===== src/rtl/vlock_pkg.sv =====
package vlock_pkg;

    localparam int CNT_W = 17;
    typedef logic [CNT_W-1:0] cnt_t;

    typedef enum logic [2:0] {
        LC_1    = 3'd0,
        LC_2    = 3'd1,
        LC_5    = 3'd2,
        LC_10   = 3'd3,
        LC_100  = 3'd4,
        LC_500  = 3'd5,
        LC_1000 = 3'd6,
        LC_100K = 3'd7
    } line_code_e;

    localparam line_code_e CODE_DEFAULT = LC_100;

    typedef enum logic {
        ST_UNLOCKED = 1'b0,
        ST_LOCKED   = 1'b1
    } lock_state_e;

    typedef struct packed {
        logic stb;
        logic hlock;
        logic fsc;
    } line_sample_t;

    function automatic cnt_t code_to_lines(input line_code_e code);
        cnt_t n;
        case (code)
            LC_1:    n = cnt_t'(1);
            LC_2:    n = cnt_t'(2);
            LC_5:    n = cnt_t'(5);
            LC_10:   n = cnt_t'(10);
            LC_100:  n = cnt_t'(100);
            LC_500:  n = cnt_t'(500);
            LC_1000: n = cnt_t'(1000);
            default: n = cnt_t'(100000);
        endcase
        return n;
    endfunction

endpackage


===== src/rtl/vlock_cond.sv =====
module vlock_cond
    import vlock_pkg::*;
(
    input  line_sample_t smp,
    input  logic         fsc_en,
    output logic         raw_ok
);
    always_comb begin
        if (fsc_en) raw_ok = smp.hlock & smp.fsc;
        else        raw_ok = smp.hlock;
    end
endmodule


===== src/rtl/vlock_thresh.sv =====
module vlock_thresh
    import vlock_pkg::*;
(
    input  lock_state_e state,
    input  logic [2:0]  enter_code,
    input  logic [2:0]  leave_code,
    output cnt_t        limit
);
    line_code_e sel;
    always_comb begin
        sel   = (state == ST_LOCKED) ? line_code_e'(leave_code) : line_code_e'(enter_code);
        limit = code_to_lines(sel);
    end
endmodule


===== src/rtl/vlock_run.sv =====
module vlock_run
    import vlock_pkg::*;
(
    input  logic clk,
    input  logic rst,
    input  logic stb,
    input  logic disagree,
    input  cnt_t limit,
    output logic flip,
    output cnt_t count
);
    cnt_t count_q;
    cnt_t next_len;

    always_comb begin
        next_len = count_q + cnt_t'(1);
        flip     = stb & disagree & (next_len >= limit);
    end

    always_ff @(posedge clk) begin
        if (rst)                 count_q <= '0;
        else if (stb) begin
            if (!disagree || flip) count_q <= '0;
            else                   count_q <= next_len;
        end
    end

    assign count = count_q;

    p_run_frozen_r8: assert property (@(posedge clk) disable iff (rst)
        !stb |=> $stable(count_q));
endmodule


===== src/rtl/vlock_filter.sv =====
module vlock_filter
    import vlock_pkg::*;
(
    input  logic       clk,
    input  logic       rst,
    input  logic       line_stb,
    input  logic       hlock_in,
    input  logic       fsc_lock_in,
    input  logic       fsc_lock_en,
    input  logic [2:0] enter_code,
    input  logic [2:0] leave_code,
    output logic       lock_out,
    output logic       hlock_raw_out
);
    line_sample_t smp;
    lock_state_e  state_q;
    logic         raw_ok;
    logic         flip;
    cnt_t         limit;
    cnt_t         run_len;

    assign smp = '{stb: line_stb, hlock: hlock_in, fsc: fsc_lock_in};

    vlock_cond u_cond (
        .smp    (smp),
        .fsc_en (fsc_lock_en),
        .raw_ok (raw_ok)
    );

    vlock_thresh u_thresh (
        .state      (state_q),
        .enter_code (enter_code),
        .leave_code (leave_code),
        .limit      (limit)
    );

    vlock_run u_run (
        .clk      (clk),
        .rst      (rst),
        .stb      (line_stb),
        .disagree (raw_ok != state_q),
        .limit    (limit),
        .flip     (flip),
        .count    (run_len)
    );

    always_ff @(posedge clk) begin
        if (rst)       state_q <= ST_UNLOCKED;
        else if (flip) state_q <= (state_q == ST_LOCKED) ? ST_UNLOCKED : ST_LOCKED;
    end

    assign lock_out      = state_q;
    assign hlock_raw_out = hlock_in;

    p_reset_unlocked_r1: assert property (@(posedge clk)
        rst |=> (!lock_out && run_len == '0));

    p_hold_no_strobe_r8: assert property (@(posedge clk) disable iff (rst)
        !line_stb |=> $stable(lock_out));

    p_rise_needs_raw_r4: assert property (@(posedge clk) disable iff (rst)
        $rose(lock_out) |-> ($past(line_stb) && $past(raw_ok)));

    p_fall_needs_loss_r5: assert property (@(posedge clk) disable iff (rst)
        $fell(lock_out) |-> ($past(line_stb) && !$past(raw_ok)));

    p_agree_clears_r7: assert property (@(posedge clk) disable iff (rst)
        (line_stb && (raw_ok == lock_out)) |=> (run_len == '0));

    p_fsc_ignored_r2: assert property (@(posedge clk) disable iff (rst)
        (line_stb && !fsc_lock_en && hlock_in && !lock_out && enter_code == 3'd0) |=> lock_out);

    p_fsc_blocks_r3: assert property (@(posedge clk) disable iff (rst)
        (line_stb && fsc_lock_en && !fsc_lock_in) |=> !$rose(lock_out));
endmodule


===== config.mk =====
export PLATFORM = sky130hd
export DESIGN_NAME = vlock_filter
export DESIGN_NICKNAME = d
export VERILOG_FILES = /design/src/rtl/vlock_pkg.sv /design/src/rtl/vlock_cond.sv /design/src/rtl/vlock_thresh.sv /design/src/rtl/vlock_run.sv /design/src/rtl/vlock_filter.sv
export SDC_FILE = /design/constraint.sdc
export NUM_CORES = 1
export LEC_CHECK = 0
export BUFFER_PORTS_ARGS = -buffer_cell sky130_fd_sc_hd__buf_2
export CAP_MARGIN = 20
export CORE_MARGIN = 1.5
export CORE_UTILIZATION = 50
export CTS_CLUSTER_SIZE = 14
export DETAILED_ROUTE_END_ITERATION = 8
export HOLD_SLACK_MARGIN = 0.15
export PLACE_DENSITY = 0.8
export SETUP_SLACK_MARGIN = 0.15
export SYNTH_ARGS = -nofsm -noshare
export SYNTH_HDL_FRONTEND = slang
export SYNTH_SLANG_ARGS = --single-unit

===== constraint.sdc =====
create_clock -name clk -period 4.3 [get_ports clk]
set_input_delay 0.215 -clock clk [delete_from_list [all_inputs] [get_ports clk]]
set_output_delay 0.215 -clock clk [all_outputs]
set_load 0.02 [all_outputs]

# Word-level counts from Yosys, hierarchy flattened
# Index checks and enable logic that the tools add are counted.
dict set report op_classes {
  addsub 1
  n_lt_le_gt_ge 1
  eq_ne 7
  n_mux 5
  n_bitwise 3
  reduce_logical 3
}
# cell n
set ops {}
lappend ops {{$pmux W17 S7} 1}
lappend ops {{$add A17 B1 Y17 const B} 1}
lappend ops {{$ge A17 B17 Y1} 1}
lappend ops {{$mux W17} 1}
lappend ops {{$eq A3 B3 Y1 const B} 3}
lappend ops {{$eq A3 B2 Y1 const B} 2}
lappend ops {{$and A1 B1 Y1} 3}
lappend ops {{$eq A3 B1 Y1 const B} 1}
lappend ops {{$logic_not A3 Y1} 1}
lappend ops {{$mux W3} 1}
lappend ops {{$mux W1} 2}
lappend ops {{$logic_not A1 Y1} 1}
lappend ops {{$logic_or A1 B1 Y1} 1}
lappend ops {{$ne A1 B1 Y1} 1}
dict set report word_totals {
  regBits 18
  out_inout_bits 2
}

# Depth between registers and ports, before layout
dict set report depth {
  depth_word 7
  depth_mapped 13
  mapped_depth_nobuf 12
}

# Hierarchy
# A second synthesis with hierarchy kept.
dict set report hier_totals {
  cells_unflattened 216
  area_unflattened_um2 1656.6
}
# mod instances cells_per_inst area_each_um2 seq_area_each_um2
set modules_own_cells {}
lappend modules_own_cells {vlock_run 1 185 1425.1 340.3}
lappend modules_own_cells {vlock_thresh 1 24 171.4 0.0}
lappend modules_own_cells {vlock_filter 1 5 48.8 20.0}
lappend modules_own_cells {vlock_cond 1 2 11.3 0.0}

# Worst setup path after synthesis
# Ideal clock, no wire load.
dict set report synth_timing {
  path_kind {reg-to-reg}
  from {register u_run.count_q[0] (netlist: u_run.count[0])}
  to {register u_run.count_q[15] (netlist: u_run.count[15])}
  t_arrival_ns 3.083
  required_time_ns 4.230
  slack_ns 1.147
  path_stages_with_launch 13
  n_path_buf 1
  period_less_slack_ns 3.153
  path_cell_list {dfxtp_1 -> ha_1 -> nand3_2 -> or4_4 -> nor3_2 -> xor2_1 -> ha_1 -> a21oi_1 -> o2111ai_1 -> nor4b_4 -> buf_6 -> o22ai_2 -> a21oi_1}
}
dict set report synth_via {
  elab_chain_cells 5
}
# item line
set synth_rtl {}
lappend synth_rtl {{start, declared} vlock_run.sv:12} ;# cnt_t count_q;
lappend synth_rtl {{start signal, assigned} vlock_run.sv:24} ;# else count_q <= next_len;
lappend synth_rtl {{$add A17 B1 Y17 (*)} vlock_run.sv:16} ;# next_len = count_q + cnt_t'(1);
lappend synth_rtl {{$ge A17 B17 Y1} vlock_run.sv:17} ;# flip = stb & disagree & (next_len >= limit);
lappend synth_rtl {{$and A1 B1 Y1} vlock_run.sv:17}
lappend synth_rtl {{$logic_or A1 B1 Y1} vlock_run.sv:23} ;# if (!disagree || flip) count_q <= '0;
lappend synth_rtl {{$mux W17 (*)} vlock_run.sv:23}
# Mark *: on every way between the ends. The rest lies on a longest branch, timed or not.
# A chain may end at the register's enable or synchronous reset.

# Worst setup path after layout
dict set report layout_timing {
  from {register u_run.count_q[0] (netlist: u_run.count[0])}
  to {register u_run.count_q[11] (netlist: u_run.count[11])}
}
# Same word-level chain as after synthesis.

==> reports/results.tsv <==
metric	value	unit
fmax	275	MHz
ir_drop	0.000123	V
place_congestion	0.819	
worstSkewPairLatency	0.30	ns
drt_wl_total	3150	um
clock_path_buffers	2	
cts_resized	0	
hold_viol_final	0	
setup_tns	0	ns
grt_pass1_vias	1281	
swShare	27.1	%
combinationalPowerShare	15.7	%
seqPwrFrac	51.4	%
final_layout_size_suffix_gt1_share	15.3	%
rsz0062_at_grt	no	
clock-sinks	18	
synth_cells	192	
grt_overflow	0	
worst_slew_pin_slew	0.591	ns
critPathMaxStageDelay	0.55	ns
power.leakage	0.700	nW
slowest_stage	or4_4	
num-nets-final	229	
wl_per_cell	13.4	um
crit_type	flop to flop	
drtIter0Drc	112	
wl_met2	1500	um
period_minus_slack	3.63	ns
grt_max_degree	22	
fin_crit_sh	84.5	%
synth-seq-cells	18	
antenna_found_initial	0	
die_h	58.6	um
async_reset_ff_share	0	%
initial_core_util	51.5	%
required	4.53	ns
htreeDepth	1	
viasPerCell	5.72	
switchingPower	89.6	uW
die_w	58.6	um
ys_warn_count	0	
insertedDiodeCount	0	
clkSlewWorstSetupHoldPaths	0.12	ns
relSlewSlack	60.6	%
crit_path_max_fanout	9	
die_area	3440	um2
worstPathCellList	ha_1 > nand3_2 > or4_4 > nor3_2 > xor2_1 > ha_1 > a21oi_1 > o2111ai_1 > nor4b_4 > buf_4 > o22ai_1 > a21oi_1	
numCtsBuffers	3	
finalSetupViolCount	0	
hpwl	2430	um
port-buffer-count	13	
clkPwrFrac	33.0	%
drv_slew	0	
rrSetupSlack	0.67	ns
p_int	241	uW
outcome	complete, no violations	
ys_types	49	
post_synth.cell_area_avg	8.06	um2
worstHoldPathType	input port to flop	
start_kind	flop	
core-area	3000	um2
clock_skew	0.0170	ns
critical_path_arrival	3.86	ns
top_layer	met4	
tritoncts	yes	
ys_seq_area_share	23.3	%
ant_nets	0	
placement_rows	20	
dpl_cell_area	1620	um2
design_area	1650	um2
crit_path_end_kind	flop	
drt_first_pass_iters	4	
cts_hold_buf	0	
route.detailed.drc	0	
grt_pass1_wl	5600	um
max-cap-violations	0	
ios	14	
syn_nets	218	
layout_common_cells	22 x a21oi_1, 18 x dfxtp_1, 17 x nand2b_1	
final_common_cell	a21oi_1	
grt_use_total	20.7	%
vias	1345	
synth_area	1550	um2
cts-root-buf	clkbuf_4	
critPathTopFamily	simple AND/OR/NAND/NOR gates	
areaGrowthSynthToFinish	6.87	%
powerDensity	200	nW/um2
drt-met1-wl	1540	um
synth_edf_count	0	
synth_flop_cell	dfxtp_1	
met3_length	93	um
crit_buf_inv	1	
post_cts_buffers	0	
-- metrics by stage --
| stage | hold slack, ns | setup WS [ns] | utilization (%) | total power [mW] | cells |
|---|---|---|---|---|---|
| 2_1_floorplan | 0.384 | 1.15 | - | 0.212 | 192 |
| 3_3_place_gp | 0.478 | 0.804 | 53.9 | 0.225 | 231 |
| 3_5_place_dp | 0.476 | 0.697 | 53.9 | 0.225 | 231 |
| 4_1_cts | 0.193 | 0.659 | 55.1 | 0.334 | 235 |
| 5_1_grt | 0.190 | 0.417 | 55.1 | 0.347 | 235 |
| 6_report | 0.192 | 0.668 | 55.1 | 0.331 | 235 |
-- layout make-up --
cell class | count | area, um2
Clock buffer | 4 | 36.3
Fill cell | 287 | 1350
Inverter | 5 | 18.8
Multi-Input combinational cell | 161 | 1120
Sequential cell | 18 | 360
Tap cell | 33 | 41.3
Timing Repair Buffer | 14 | 72.6
-- kinds of logic (layout without fill, tap and decap cells) --
logic type | count (synthesis) | after routing | share of synthesized area, %
multiplexers | 7 | 7 | 4.77
AO/OA/AOI/OAI | 53 | 53 | 20.6
flip-flops | 18 | 18 | 23.3
XOR/XNOR | 10 | 10 | 5.66
adder cells (fa/ha/maj) | 14 | 14 | 11.3
AND/OR/NAND/NOR | 77 | 77 | 30.3
buffers and inverters | 13 | 23 | 4.04
-- cell usage after synthesis, types with 4 or more instances --
library cell | instances | area, um2
o21ai_1 | 9 | 45.0
dfxtp_1 | 18 | 360
xor2_1 | 7 | 61.3
a21oi_1 | 22 | 110
nand3_1 | 7 | 35.0
mux2i_1 | 4 | 40.0
o21ai_0 | 6 | 30.0
and2_1 | 4 | 25.0
o22ai_1 | 4 | 25.0
nor2_1 | 16 | 60.1
ha_1 | 14 | 175
nand2_1 | 11 | 41.3
inv_1 | 5 | 18.8
nand2b_1 | 17 | 106
-- power groups by stage --
stage / registers [mW] / clock network, mW / logic, mW
after floorplan: 0.173 / 0 / 0.0384
after global placement: 0.174 / 0 / 0.0509
after detailed placement: 0.174 / 0 / 0.0513
after CTS: 0.170 / 0.113 / 0.0516
after global routing: 0.170 / 0.118 / 0.0589
final: 0.170 / 0.109 / 0.0518
-- sequential cells by signal, indices dropped and copies added, names as in the netlist --
name and flops:
lock_out 1, u_run.count 17
-- path summary, 6_finish.rpt --
kind / end / cells past startpoint / start
setup / recovery: u_run.count[11]$_SDFFE_PP0P_ / 12 / u_run.count[0]$_SDFFE_PP0P_
hold / removal: lock_out$_SDFFE_PP0P_ / 3 / hlock_in
setup reg to reg: u_run.count[11]$_SDFFE_PP0P_ / 12 / u_run.count[0]$_SDFFE_PP0P_
hold reg to reg: u_run.count[16]$_SDFFE_PP0P_ / 2 / u_run.count[16]$_SDFFE_PP0P_
-- routing by layer --
metal | vias to the layer above | global-route usage (%)
li1 | 711 | -
met1 | 613 | 27.4
met2 | 19 | 35.5
met3 | 2 | 2.64
met4 | 0 | 5.84
met5 | - | 0
-- worst min-delay path: cells and delay by family --
family	cells	cell delay, ns
AND/OR/NAND/NOR	1	0.07
multiplexers	1	0.06
buffers and inverters	1	0.11
No activity file was read; power rests on OpenSTA's default activity.
